$ cat config.mk
export PLATFORM = sky130hd
export DESIGN_NAME = hdb3_codec
export DESIGN_NICKNAME = d
export VERILOG_FILES = /design/src/rtl/hdb3_pkg.sv /design/src/rtl/hdb3_enc.sv /design/src/rtl/hdb3_dec.sv /design/src/rtl/hdb3_codec.sv
export SDC_FILE = /design/constraint.sdc
export NUM_CORES = 1
export LEC_CHECK = 0
export ABC_AREA = 1
export BUFFER_PORTS_ARGS = -buffer_cell sky130_fd_sc_hd__buf_2
export CAP_MARGIN = 20
export CORE_MARGIN = 5
export CORE_UTILIZATION = 56
export DETAILED_ROUTE_END_ITERATION = 10
export PLACE_DENSITY = 0.75
export SYNTH_ARGS = -nofsm -noshare
export SYNTH_HDL_FRONTEND = slang
export SYNTH_HIERARCHICAL = 1
export SYNTH_SLANG_ARGS = --single-unit
$ cat constraint.sdc
create_clock -name clk -period 1.4 [get_ports clk]
set_input_delay 0.14 -clock clk [delete_from_list [all_inputs] [get_ports clk]]
set_output_delay 0.14 -clock clk [all_outputs]
set_load 0.01 [all_outputs]
$ cat src/rtl/hdb3_pkg.sv
// Shared definitions for the HDB3 codec.
// Assumes: the substitution length is fixed by the line code at four.
package hdb3_pkg;

    localparam int RUN_LEN = 4;

    // One slot of the encoder look-ahead line.
    typedef struct packed {
        logic full;   // slot holds an accepted bit
        logic data;   // the accepted bit
        logic viol;   // slot is the last zero of a substituted run
        logic bal;    // slot is the first zero of a substituted run
    } enc_slot_t;

    // One slot of the decoder delay line.
    typedef struct packed {
        logic full;   // slot holds an accepted symbol
        logic mark;   // decoded bit value
        logic err;    // symbol broke the line code
    } dec_slot_t;

endpackage

$ cat src/rtl/hdb3_enc.sv
// HDB3 encoder: takes unipolar bits and emits rail symbols through a
// look-ahead line of RUN slots. A zero run is detected as its last zero
// enters; whether its first zero becomes a balancing pulse is settled
// when that slot leaves, using the pulse parity counted up to that point.
// Assumes: in_valid is low during reset.
module hdb3_enc
    import hdb3_pkg::*;
#(
    parameter int RUN = RUN_LEN
) (
    input  logic clk,
    input  logic rst_n,
    input  logic in_valid,
    input  logic in_bit,
    output logic out_valid,
    output logic out_pos,
    output logic out_neg
);

    localparam int CW   = $clog2(RUN + 1);
    localparam int LAST = RUN - 1;
    localparam logic [CW-1:0] SUB_AT = CW'(RUN - 1);

    enc_slot_t [RUN-1:0] slot_q;
    enc_slot_t [RUN-1:0] slot_nxt;
    enc_slot_t           head;
    logic [CW-1:0]       zrun_q;
    logic                last_pos_q;   // polarity of the most recent pulse
    logic                odd_q;        // odd number of pulses since last violation
    logic                subst;
    logic                pulse;
    logic                pulse_pos;
    logic                last_pos_d;
    logic                odd_d;
    logic                emit;

    // Flag the incoming zero that completes a run of RUN zeros.
    always_comb subst = in_valid & ~in_bit & (zrun_q == SUB_AT);

    // Build the shifted line; the slot reaching the exit may be marked balancing.
    always_comb begin
        slot_nxt[0] = '{full: 1'b1, data: in_bit, viol: subst, bal: 1'b0};
        for (int i = 1; i < RUN; i++) begin
            slot_nxt[i] = slot_q[i-1];
        end
        slot_nxt[LAST].bal = subst;
    end

    // Choose the symbol for the slot leaving the line.
    always_comb begin
        head       = slot_q[LAST];
        emit       = in_valid & head.full;
        pulse      = 1'b0;
        pulse_pos  = last_pos_q;
        last_pos_d = last_pos_q;
        odd_d      = odd_q;
        if (head.viol) begin
            pulse     = 1'b1;
            pulse_pos = last_pos_q;
            odd_d     = 1'b0;
        end else if (head.bal && !odd_q) begin
            pulse      = 1'b1;
            pulse_pos  = ~last_pos_q;
            last_pos_d = ~last_pos_q;
            odd_d      = 1'b1;
        end else if (head.data) begin
            pulse      = 1'b1;
            pulse_pos  = ~last_pos_q;
            last_pos_d = ~last_pos_q;
            odd_d      = ~odd_q;
        end
    end

    // Advance the look-ahead line on each accepted bit.
    always_ff @(posedge clk) begin
        if (!rst_n) begin
            slot_q <= '0;
        end else if (in_valid) begin
            slot_q <= slot_nxt;
        end
    end

    // Count input zeros since the last one or substitution.
    always_ff @(posedge clk) begin
        if (!rst_n) begin
            zrun_q <= '0;
        end else if (in_valid) begin
            if (in_bit || subst) zrun_q <= '0;
            else                 zrun_q <= zrun_q + 1'b1;
        end
    end

    // Register rail outputs and the polarity/parity state.
    always_ff @(posedge clk) begin
        if (!rst_n) begin
            out_valid  <= 1'b0;
            out_pos    <= 1'b0;
            out_neg    <= 1'b0;
            last_pos_q <= 1'b0;
            odd_q      <= 1'b0;
        end else begin
            out_valid <= emit;
            out_pos   <= emit & pulse & pulse_pos;
            out_neg   <= emit & pulse & ~pulse_pos;
            if (emit) begin
                last_pos_q <= last_pos_d;
                odd_q      <= odd_d;
            end
        end
    end

    // ---------------- assertions ----------------
    logic [2:0] idle_q;     // consecutive empty symbols sent
    logic       v_pos_q;    // polarity of the previous violation
    logic       v_seen_q;

    // Track empty symbols on the line for the zero-run check.
    always_ff @(posedge clk) begin
        if (!rst_n) begin
            idle_q <= '0;
        end else if (out_valid) begin
            if (out_pos || out_neg) idle_q <= '0;
            else if (idle_q != 3'd7) idle_q <= idle_q + 1'b1;
        end
    end

    // Remember the previous violation polarity.
    always_ff @(posedge clk) begin
        if (!rst_n) begin
            v_pos_q  <= 1'b0;
            v_seen_q <= 1'b0;
        end else if (emit && head.viol) begin
            v_pos_q  <= last_pos_q;
            v_seen_q <= 1'b1;
        end
    end

    a_r1_rails_exclusive: assert property (@(posedge clk) disable iff (!rst_n)
        !(out_pos && out_neg));

    a_r2_zero_run: assert property (@(posedge clk) disable iff (!rst_n)
        idle_q < 3'(RUN));

    a_r5_viol_alternate: assert property (@(posedge clk) disable iff (!rst_n)
        (emit && head.viol && v_seen_q) |-> (last_pos_q != v_pos_q));

    a_r7_valid_follows_input: assert property (@(posedge clk) disable iff (!rst_n)
        out_valid |-> $past(in_valid));

endmodule

$ cat src/rtl/hdb3_dec.sv
// HDB3 decoder: turns rail symbols back into bits through a delay line of
// RUN slots. A pulse matching the previous polarity is a violation; it
// is cleared, and a balancing pulse three slots earlier is cleared as it
// moves to the line exit. Malformed symbols are flagged.
// Assumes: in_valid is low during reset.
module hdb3_dec
    import hdb3_pkg::*;
#(
    parameter int RUN = RUN_LEN
) (
    input  logic clk,
    input  logic rst_n,
    input  logic in_valid,
    input  logic in_pos,
    input  logic in_neg,
    output logic out_valid,
    output logic out_bit,
    output logic out_err
);

    localparam int CW   = $clog2(RUN + 1);
    localparam int LAST = RUN - 1;
    localparam logic [CW-1:0] GAP_BAL = CW'(RUN - 2);
    localparam logic [CW-1:0] GAP_PLN = CW'(RUN - 1);
    localparam logic [CW-1:0] Z_SAT   = CW'(RUN);

    dec_slot_t [RUN-1:0] slot_q;
    dec_slot_t [RUN-1:0] slot_nxt;
    dec_slot_t           head;
    logic [CW-1:0]       zcnt_q;       // empty symbols since the last pulse
    logic                last_pos_q;
    logic                is_pulse;
    logic                clash;
    logic                viol;
    logic                viol_ok;
    logic                clear_b;
    logic                err_new;
    logic                take;

    // Classify the incoming symbol.
    always_comb begin
        is_pulse = in_pos ^ in_neg;
        clash    = in_pos & in_neg;
        viol     = is_pulse & (in_pos == last_pos_q);
        viol_ok  = (zcnt_q == GAP_BAL) | (zcnt_q == GAP_PLN);
        clear_b  = viol & (zcnt_q == GAP_BAL);
        err_new  = (viol & ~viol_ok) | clash | (~is_pulse & (zcnt_q >= GAP_PLN));
    end

    // Build the shifted line, removing a balancing pulse when found.
    always_comb begin
        slot_nxt[0] = '{full: 1'b1, mark: is_pulse & ~viol, err: err_new};
        for (int i = 1; i < RUN; i++) begin
            slot_nxt[i] = slot_q[i-1];
        end
        if (clear_b) slot_nxt[LAST].mark = 1'b0;
        head = slot_q[LAST];
        take = in_valid & head.full;
    end

    // Advance the delay line on each accepted symbol.
    always_ff @(posedge clk) begin
        if (!rst_n) begin
            slot_q <= '0;
        end else if (in_valid) begin
            slot_q <= slot_nxt;
        end
    end

    // Track previous pulse polarity and the empty-symbol run.
    always_ff @(posedge clk) begin
        if (!rst_n) begin
            zcnt_q     <= '0;
            last_pos_q <= 1'b0;
        end else if (in_valid) begin
            if (is_pulse) begin
                zcnt_q     <= '0;
                last_pos_q <= in_pos;
            end else if (zcnt_q != Z_SAT) begin
                zcnt_q <= zcnt_q + 1'b1;
            end
        end
    end

    // Register the decoded bit and error flag.
    always_ff @(posedge clk) begin
        if (!rst_n) begin
            out_valid <= 1'b0;
            out_bit   <= 1'b0;
            out_err   <= 1'b0;
        end else begin
            out_valid <= take;
            out_bit   <= take & head.mark;
            out_err   <= take & head.err;
        end
    end

    // ---------------- assertions ----------------
    a_r9_err_no_data: assert property (@(posedge clk) disable iff (!rst_n)
        (out_valid && out_err) |-> !out_bit);

    a_r8_valid_follows_input: assert property (@(posedge clk) disable iff (!rst_n)
        out_valid |-> $past(in_valid));

endmodule

$ cat src/rtl/hdb3_codec.sv
// HDB3 codec top: an independent encoder (transmit) and decoder (receive)
// sharing one clock and reset.
// Assumes: both directions run on the same clock.
module hdb3_codec
    import hdb3_pkg::*;
#(
    parameter int RUN = RUN_LEN
) (
    input  logic clk,
    input  logic rst_n,
    input  logic tx_valid,
    input  logic tx_bit,
    output logic tx_sym_valid,
    output logic tx_pos,
    output logic tx_neg,
    input  logic rx_valid,
    input  logic rx_pos,
    input  logic rx_neg,
    output logic rx_bit_valid,
    output logic rx_bit,
    output logic rx_code_err
);

    hdb3_enc #(.RUN(RUN)) enc_i (
        .clk      (clk),
        .rst_n    (rst_n),
        .in_valid (tx_valid),
        .in_bit   (tx_bit),
        .out_valid(tx_sym_valid),
        .out_pos  (tx_pos),
        .out_neg  (tx_neg)
    );

    hdb3_dec #(.RUN(RUN)) dec_i (
        .clk      (clk),
        .rst_n    (rst_n),
        .in_valid (rx_valid),
        .in_pos   (rx_pos),
        .in_neg   (rx_neg),
        .out_valid(rx_bit_valid),
        .out_bit  (rx_bit),
        .out_err  (rx_code_err)
    );

endmodule

After elaboration in Yosys (flattened, before gate mapping)
Cells that the tools add are included.
{ "classes": {"n_addsub": 2, "magnitude_cmp": 1, "n_eq_ne": 5, "n_mux": 13, "n_bitwise": 26, "n_reduce_logical": 8} }
{ "op_table": {"columns": ["op", "count"], "rows": [
  ["1-bit AND", 15],
  ["1-bit two-way mux", 10],
  ["3-bit by 2-bit equality test with 1-bit output, second input constant", 3],
  ["3-bit two-way mux", 3],
  ["1-bit inverter", 7],
  ["3-bit by 1-bit adder with 3-bit output, second input constant", 2],
  ["2-bit AND reduction", 3],
  ["3-bit by 2-bit >= comparator with 1-bit output, second input constant", 1],
  ["3-bit != test, second input constant", 1],
  ["1-bit bitwise OR", 3],
  ["3-bit nonzero test", 1],
  ["2-bit nonzero test", 1],
  ["1-bit equality test", 1],
  ["1-bit logical AND", 1],
  ["1-bit zero test", 1],
  ["1-bit logical OR", 1],
  ["1-bit XOR", 1]
]} }
{ "totals": {"register_bits": 39, "input_bits": 7, "word_cells": 90} }

Logic depth before layout (Yosys ltp)
Gate-level depths: netlist of run 1.
{ "depth": {"word_depth": 6, "mapped_depth": 8} }

Hierarchy
The synthesis of run 1 kept the hierarchy.
{ "modules_own_cells": {"columns": ["mod", "n_inst", "cells_each", "area_per_inst_um2"], "rows": [
  ["hdb3_dec", 1, 105, 789.5],
  ["hdb3_enc", 1, 96, 754.5]
]} }

Worst setup path after synthesis of run 1
OpenSTA, ideal clock, no wires.
{ "synth_timing": {"kind": "flip-flop to flip-flop", "start": "register dec_i.zcnt_q[0]", "end": "register dec_i.slot_q, in the netlist dec_i/slot_nxt[3]", "arrival_time_ns": 0.999, "setup_slack_ns": 0.283, "stages_incl_launch_ff": 9, "period_less_slack_ns": 1.117, "path_cell_list": "dfxtp_1 ha_1 ha_1 inv_1 nand3_1 nand2_1 nand2_1 nor2_1 nor2_1"} }
{ "synth_via": {"elab_chain_len": 6} }
{ "synth_lines": {"columns": ["element", "line", "source"], "rows": [
  ["start, declared", "hdb3_dec.sv:30", "logic [CW-1:0] zcnt_q;"],
  ["start signal, assigned", "hdb3_dec.sv:80", "zcnt_q <= zcnt_q + 1'b1;"],
  ["3-bit by 2-bit equality test with 1-bit output", "hdb3_dec.sv:45", "viol_ok = (zcnt_q == GAP_BAL) | (zcnt_q == GAP_PLN);"],
  ["1-bit bitwise OR", "hdb3_dec.sv:45", null],
  ["1-bit inverter", "hdb3_dec.sv:47", "err_new = (viol & ~viol_ok) | clash | (~is_pulse & (zcnt_q >= GAP_PLN));"],
  ["1-bit AND", "hdb3_dec.sv:47", null],
  ["1-bit bitwise OR", "hdb3_dec.sv:47", null],
  ["1-bit bitwise OR *", "hdb3_dec.sv:47", null],
  ["end signal, assigned", "hdb3_dec.sv:66", "slot_q <= slot_nxt;"],
  ["end, declared", "hdb3_dec.sv:27", "dec_slot_t [RUN-1:0] slot_q;"]
]} }
Every way passes the cells marked *; elsewhere a longest branch is shown, timed or not.
A chain may end at the register's enable or synchronous reset.

Final worst setup path of run 1
{ "layout_timing": {"start": "register dec_i.zcnt_q[0]", "end": "register dec_i.zcnt_q[0]"} }
{ "layout_via": {"elab_chain_len": 3} }
{ "layout_lines": {"columns": ["element", "line"], "rows": [
  ["3-bit by 1-bit adder with 3-bit output or 3-bit != test (tied branches)", "hdb3_dec.sv:80, hdb3_dec.sv:79"],
  ["3-bit two-way mux or 2-bit nonzero test (tied branches)", null],
  ["3-bit two-way mux or 2-bit AND reduction (tied branches)", null]
]} }
Parallel ways exist; a longest one is shown, timed or not. The select of a mux whose other input is x is not followed.

==> impl_metrics.tcl, run 1 <==
set metrics [dict create \
    ir_drop_mv 1.21 \
    clkPwrFrac 0.341 \
    layout_min_cycle_time_ps 1240 \
    worst-path-buf-inv 1 \
    synth_cell_types 19 \
    fp.dieW_um 62.5 \
    path_class "register to register" \
    synth.most_common_cell "nor2_1" \
    synth_top_cell_by_area "dfxtp_1" \
    numPlacedInstances 240 \
    rsz0062_at_grt "false" \
    final.setup.worst_slack_ps 156 \
    synthFlopType "dfxtp_1" \
    initial_utilization 0.570 \
    dp_hpwl_mm 2.02 \
    wl_per_cell_um 11.1 \
    max_stage_delay_ps 390 \
    drt-initial-drc-count 72 \
    first_global_vias 1182 \
    grt_overflow_total 0 \
    power.density_nw_per_um2 1230 \
    cts_htree_levels 2 \
    synth_seq_area_share 0.506 \
    core_um2 2710 \
    final_util 0.627 \
    switchingPower_uw 488 \
    final_area_um2 1700 \
    drive_gt1_frac 0.111 \
    clkLatencyLatePin_ps 330 \
    swShare 0.234 \
    grt_max_degree 16 \
    cp_max_fo 4 \
    dieArea_um2 3910 \
    seq_power_share 0.570 \
    period_share 0.888 \
    final_nets 230 \
    vias 1263 \
    drt_first_pass_iters 4 \
    cts_buffer_depth 2 \
    met1_length_mm 1.21 \
    placed_cell_area_um2 1630 \
    cp.required_ps 1630 \
    place_ws_ps 134 \
    cp_top_family "flip-flops" \
    internal_power_uw 1600 \
    grt_pass1_wl_mm 4.95 \
    path_cells "inv_1, ha_1, a21oi_2, nor2_1, nand2_1, a21oi_1" \
    setup_viol 0 \
    startpoint_type "register" \
    clock_sinks 39 \
    synth_area_leaders "dfxtp_1 (51%), nor2_1 (10%), o21ai_0 (7.5%)" \
    synth_edf_count 0 \
    endpoint_kind "register" \
    drcViolationCount 0 \
    hold_viol_final 0 \
    stdcell_count 247 \
    place.gp.congestion 0.748 \
    report.final.slew_viol_count 0 \
    max_freq_mhz 804 \
    route.met3.wl_um 101 \
    ys_ff_latch 39 \
    io_pins 13 \
    rrSetupSlack_ps 160 \
    netlist_instances 201 \
    max_slew_margin 0.823 \
    grt_usage 0.156 \
    top_layer "met4" \
    drv_cap 0 \
    tightest_slew_ps 265 \
    syn_nets 215 \
    cts_tree "done" \
    avgSynthCellArea_um2 7.68 \
    antenna_found_initial 0 \
    antenna_left 0 \
    met2_wirelength_mm 1.37 \
    die_h_um 62.5 \
    skew_ps 4.40 \
    syn2layout_area_growth_pct 10.0 \
    min_path_type "primary input to register" \
    diodes 0 \
    vias_per_cell 5.11 \
    worstPathArrival_ps 1470 \
    leakagePower_uw 0.000775 \
    synthTopCellsByCount "nor2_1 (42), dfxtp_1 (39), nand2_1 (27)" \
    cts_hold_buf 0 \
    yosys_warnings 6 \
    netlist.area_leader.share 0.506 \
    root_buffer "clkbuf_4" \
    outcome "finished clean" \
    fin_tns_setup_ps 0 \
    synthArstFlopShare 0 \
    wirelength_mm 2.74 \
    post_cts_buffers 0 \
    cts_made_buffers 5 \
    post_cts_resized 0 \
    port_buffers 12 \
    netlist_area_um2 1540 \
    path_clk_slew_ps 110 \
    core.rowCount 19 \
    cp_slowest_cell "dfxtp_1" \
    comb_power_share 0.089 \
]
==> power groups by stage <==
stage	combinational (uW)	clock [uW]	sequential, uW
floorplan	138	0	1210
global placement	173	0	1210
detailed placement	185	0	1210
CTS	186	740	1190
global route	216	787	1200
finish	186	710	1190
==> cell type report <==
class,instances,area (um2)
inverter,25,93.8
timing repair buffer,14,75.1
sequential,39,781
clock inverter,1,30.0
fill,262,1010
clock buffer,6,41.3
multi-input combinational,131,639
tap,31,38.8
==> cell families after synthesis <==
logic type | Yosys count | share of synthesized area
compound gates | 40 | 0.133
fa+ha+maj | 7 | 0.0567
buf+inv | 31 | 0.0802
flops | 39 | 0.506
simple gates | 84 | 0.224
==> path summary, 6_finish.rpt <==
path | to | depth (start not counted) | startpoint
worst max-delay path | dec_i/zcnt_q[0]$_SDFFE_PN0P_ | 6 | dec_i/zcnt_q[0]$_SDFFE_PN0P_
worst min-delay path | enc_i/slot_nxt[6]$_SDFFE_PN0P_ | 3 | tx_bit
worst min register to register | dec_i/out_bit$_SDFF_PN0_ | 2 | dec_i/head[1]$_SDFFE_PN0P_
worst max register to register | dec_i/zcnt_q[0]$_SDFFE_PN0P_ | 6 | dec_i/zcnt_q[0]$_SDFFE_PN0P_
==> sequential cells by signal, summed over array words and instances, names as in the netlist, 3 cells and up <==
register and cells:
enc_i/slot_nxt 8, dec_i/head 3, enc_i/zrun_q 3, dec_i/zcnt_q 3
enc_i/head 4, dec_i/slot_nxt 8
==> layout by cell type (no fill, tap or decap), drive strengths merged <==
cell,instances
a21oi,16
and2,1
buf,14
bufinv,1
clkbuf,6
dfxtp,39
ha,7
inv,25
nand2,27
nand3,10
nand3b,1
nand4,1
nor2,44
o21ai,23
o22ai,1
==> tightest hold or removal path: stages <==
cell and delay (ps):
buf_2 100, nor2_4 50, nor2_1 90
==> metrics by stage <==
stage               total power (uW)  hold slack [ps]
floorplan                       1350              276
global placement                1380              402
detailed placement              1400              430
global route                    2200             76.2
CTS                             2110             54.0
finish                          2080             67.5
==> routing by layer <==
layer,vias to the layer above,GRT usage
met5,-,0
met4,0,0.0796
met3,5,0.0468
met2,15,0.260
met1,582,0.178
li1,661,-
(Power assumes the default switching activity.)
==> run 2, diff against run 1 <==
--- a/config.mk
+++ b/config.mk
@@ -5,10 +5,10 @@
 export SDC_FILE = /design/constraint.sdc
 export NUM_CORES = 1
 export LEC_CHECK = 0
-export ABC_AREA = 1
 export BUFFER_PORTS_ARGS = -buffer_cell sky130_fd_sc_hd__buf_2
 export CAP_MARGIN = 20
-export CORE_MARGIN = 5
+export CORE_ASPECT_RATIO = 1.25
+export CORE_MARGIN = 2
 export CORE_UTILIZATION = 56
 export DETAILED_ROUTE_END_ITERATION = 10
 export PLACE_DENSITY = 0.75
==> impl_metrics.tcl, run 2 <==
set metrics [dict create \
    cts_tree "done" \
    avgSynthCellArea_um2 10.3 \
    leakagePower_uw 0.000775 \
    port_buffers 12 \
    rrSetupSlack_ps 70 \
    core_um2 2920 \
    clock_sinks 39 \
    report.final.slew_viol_count 0 \
    ys_ff_latch 39 \
    cts_htree_levels 2 \
    placed_cell_area_um2 1750 \
    synth_cell_types 38 \
    path_class "register to register" \
    setup_viol 0 \
    outcome "finished clean" \
    ir_drop_mv 0.727 \
    regToRegEndpoint "dec_i/slot_nxt[3]$_SDFFE_PN0P_" \
    cts_made_buffers 5 \
    rsz0062_at_grt "false" \
    clkLatencyLatePin_ps 350 \
    root_buffer "clkbuf_4" \
    io_pins 13 \
    max_slew_margin 0.692 \
    wirelength_mm 2.58 \
    synth.most_common_cell "dfxtp_1" \
    netlist_instances 164 \
    synth_edf_count 0 \
    cts_hold_buf 0 \
    cp.required_ps 1630 \
    antenna_found_initial 0 \
    final_area_um2 1830 \
    reg2regPathDepth 5 \
    reg2reg_from "dec_i/zcnt_q[1]$_SDFFE_PN0P_" \
    hold_viol_final 0 \
    startpoint_type "register" \
    power.density_nw_per_um2 1070 \
    grt_overflow_total 0 \
    synth_area_leaders "dfxtp_1 (46%), mux2i_1 (12%), nor2b_1 (7.7%)" \
    whs_ps 88.8 \
    endpoint_kind "register" \
    grt_usage 0.176 \
    synth_top_cell_by_area "dfxtp_1" \
    multi_input_area_um2 811 \
    period_share 0.948 \
    core.rowCount 22 \
    grt_pass1_wl_mm 4.37 \
    max_freq_mhz 753 \
    initial_utilization 0.581 \
    synthTopCellsByCount "dfxtp_1 (39), mux2i_1 (21), nor2b_1 (21)" \
    skew_ps 11.8 \
    hp-start "rx_pos" \
    dieArea_um2 3490 \
    netlist.area_leader.share 0.461 \
    fillers 253 \
    fin_total_pwr_uw 1960 \
    syn_nets 178 \
    vias 1123 \
    antenna_left 0 \
    final_nets 193 \
    drv_cap 0 \
    fin_tns_setup_ps 0 \
    syn2layout_area_growth_pct 8.19 \
    diodes 0 \
    cts_buffer_depth 2 \
    hold-path-endpoint "dec_i/last_pos_q$_SDFFE_PN0P_" \
    drt_first_pass_iters 4 \
    layout_commonest_cell "dfxtp_1" \
    place.gp.congestion 0.725 \
    fp.dieW_um 53.2 \
    drt-initial-drc-count 25 \
    synthFlopType "dfxtp_1" \
    yosys_warnings 6 \
    first_global_vias 1089 \
    vias_per_cell 5.20 \
    synth_seq_area_share 0.461 \
    seq_area_um2 783 \
    drive_gt1_frac 0.172 \
    tightest_slew_ps 462 \
    cp_max_fo 5 \
    met1_length_mm 1.07 \
    route.met3.wl_um 89 \
    die_h_um 65.5 \
    path_clk_slew_ps 110 \
    layout_min_cycle_time_ps 1330 \
    hold_depth 3 \
    top_layer "met4" \
    drcViolationCount 0 \
    synthArstFlopShare 0 \
    dp_hpwl_mm 1.90 \
    worstPathArrival_ps 1560 \
    met2_wirelength_mm 1.36 \
    layout_common_cells "dfxtp_1 (37), mux2i_1 (21), nor2b_1 (21), buf_2 (12), inv_1 (9)" \
    grt_max_degree 32 \
    netlist_area_um2 1700 \
    final_util 0.629 \
    min_path_type "primary input to register" \
    wl_per_cell_um 11.9 \
]
[run 2: worst max path at each step]
stage,from,endpoint,slack [ps],cells after the start
finish,dec_i/zcnt_q[1]$_SDFFE_PN0P_,dec_i/slot_nxt[3]$_SDFFE_PN0P_,70,5
global route,dec_i/zcnt_q[1]$_SDFFE_PN0P_,dec_i/slot_nxt[3]$_SDFFE_PN0P_,8,5
CTS,dec_i/zcnt_q[1]$_SDFFE_PN0P_,dec_i/slot_nxt[3]$_SDFFE_PN0P_,60,5
detailed placement,dec_i/zcnt_q[1]$_SDFFE_PN0P_,dec_i/slot_nxt[3]$_SDFFE_PN0P_,80,5
global placement,dec_i/zcnt_q[0]$_SDFFE_PN0P_,dec_i/slot_nxt[3]$_SDFFE_PN0P_,130,5
floorplan,dec_i/zcnt_q[0]$_SDFFE_PN0P_,dec_i/slot_nxt[3]$_SDFFE_PN0P_,180,5
[run 2: what timing repair did]
item / 4_1_cts / 5_1_grt
gates resized for setup: 0 / 2
setup buffers: 0 / 1
endpoints found under the setup margin: 0 / 1
[run 2: through the flow]
step / instances / setup slack, ps
after floorplan: 164 / 179
after global placement: 207 / 135
after detailed placement: 207 / 76.8
after CTS: 215 / 60.4
after global routing: 216 / 7.70
final: 216 / 72.2
[run 2: layout make-up]
cell class                 count  share of cell area
multi-input combinational    108               0.442
tap                           36              0.0246
clock inverter                 1             0.00409
sequential                    39               0.427
inverter                      10              0.0218
clock buffer                   7              0.0355
timing repair buffer          15              0.0450
[run 2: logic make-up after synthesis]
group | after synthesis | synth area share
AND/OR/NAND/NOR | 52 | 0.183
flip-flops | 39 | 0.461
AO/OA/AOI/OAI | 26 | 0.103
multiplexers | 22 | 0.131
buffers and inverters | 17 | 0.0612
adder cells (fa/ha/maj) | 7 | 0.0517
XOR/XNOR | 1 | 0.00960
[run 2: worst max-delay path, stage by stage, from the launching register on]
cell	delay, ps
dfxtp_2	360
ha_1	190
ha_1	200
a211o_1	220
a21oi_1	150
a31oi_1	100
[run 2: layer usage]
layer	vias up	GRT usage
li1	582	-
met2	15	0.307
met3	5	0.0750
met4	0	0.103
met1	521	0.165
met5	-	0
[run 2: where the power goes]
group          switching [uW]  leakage, uW  total [uW]  internal [uW]
sequential               16.5     0.000317        1150           1140
clock                     356    0.0000375         649            293
combinational            81.6     0.000420         158           76.8
total                     454     0.000775        1960           1510
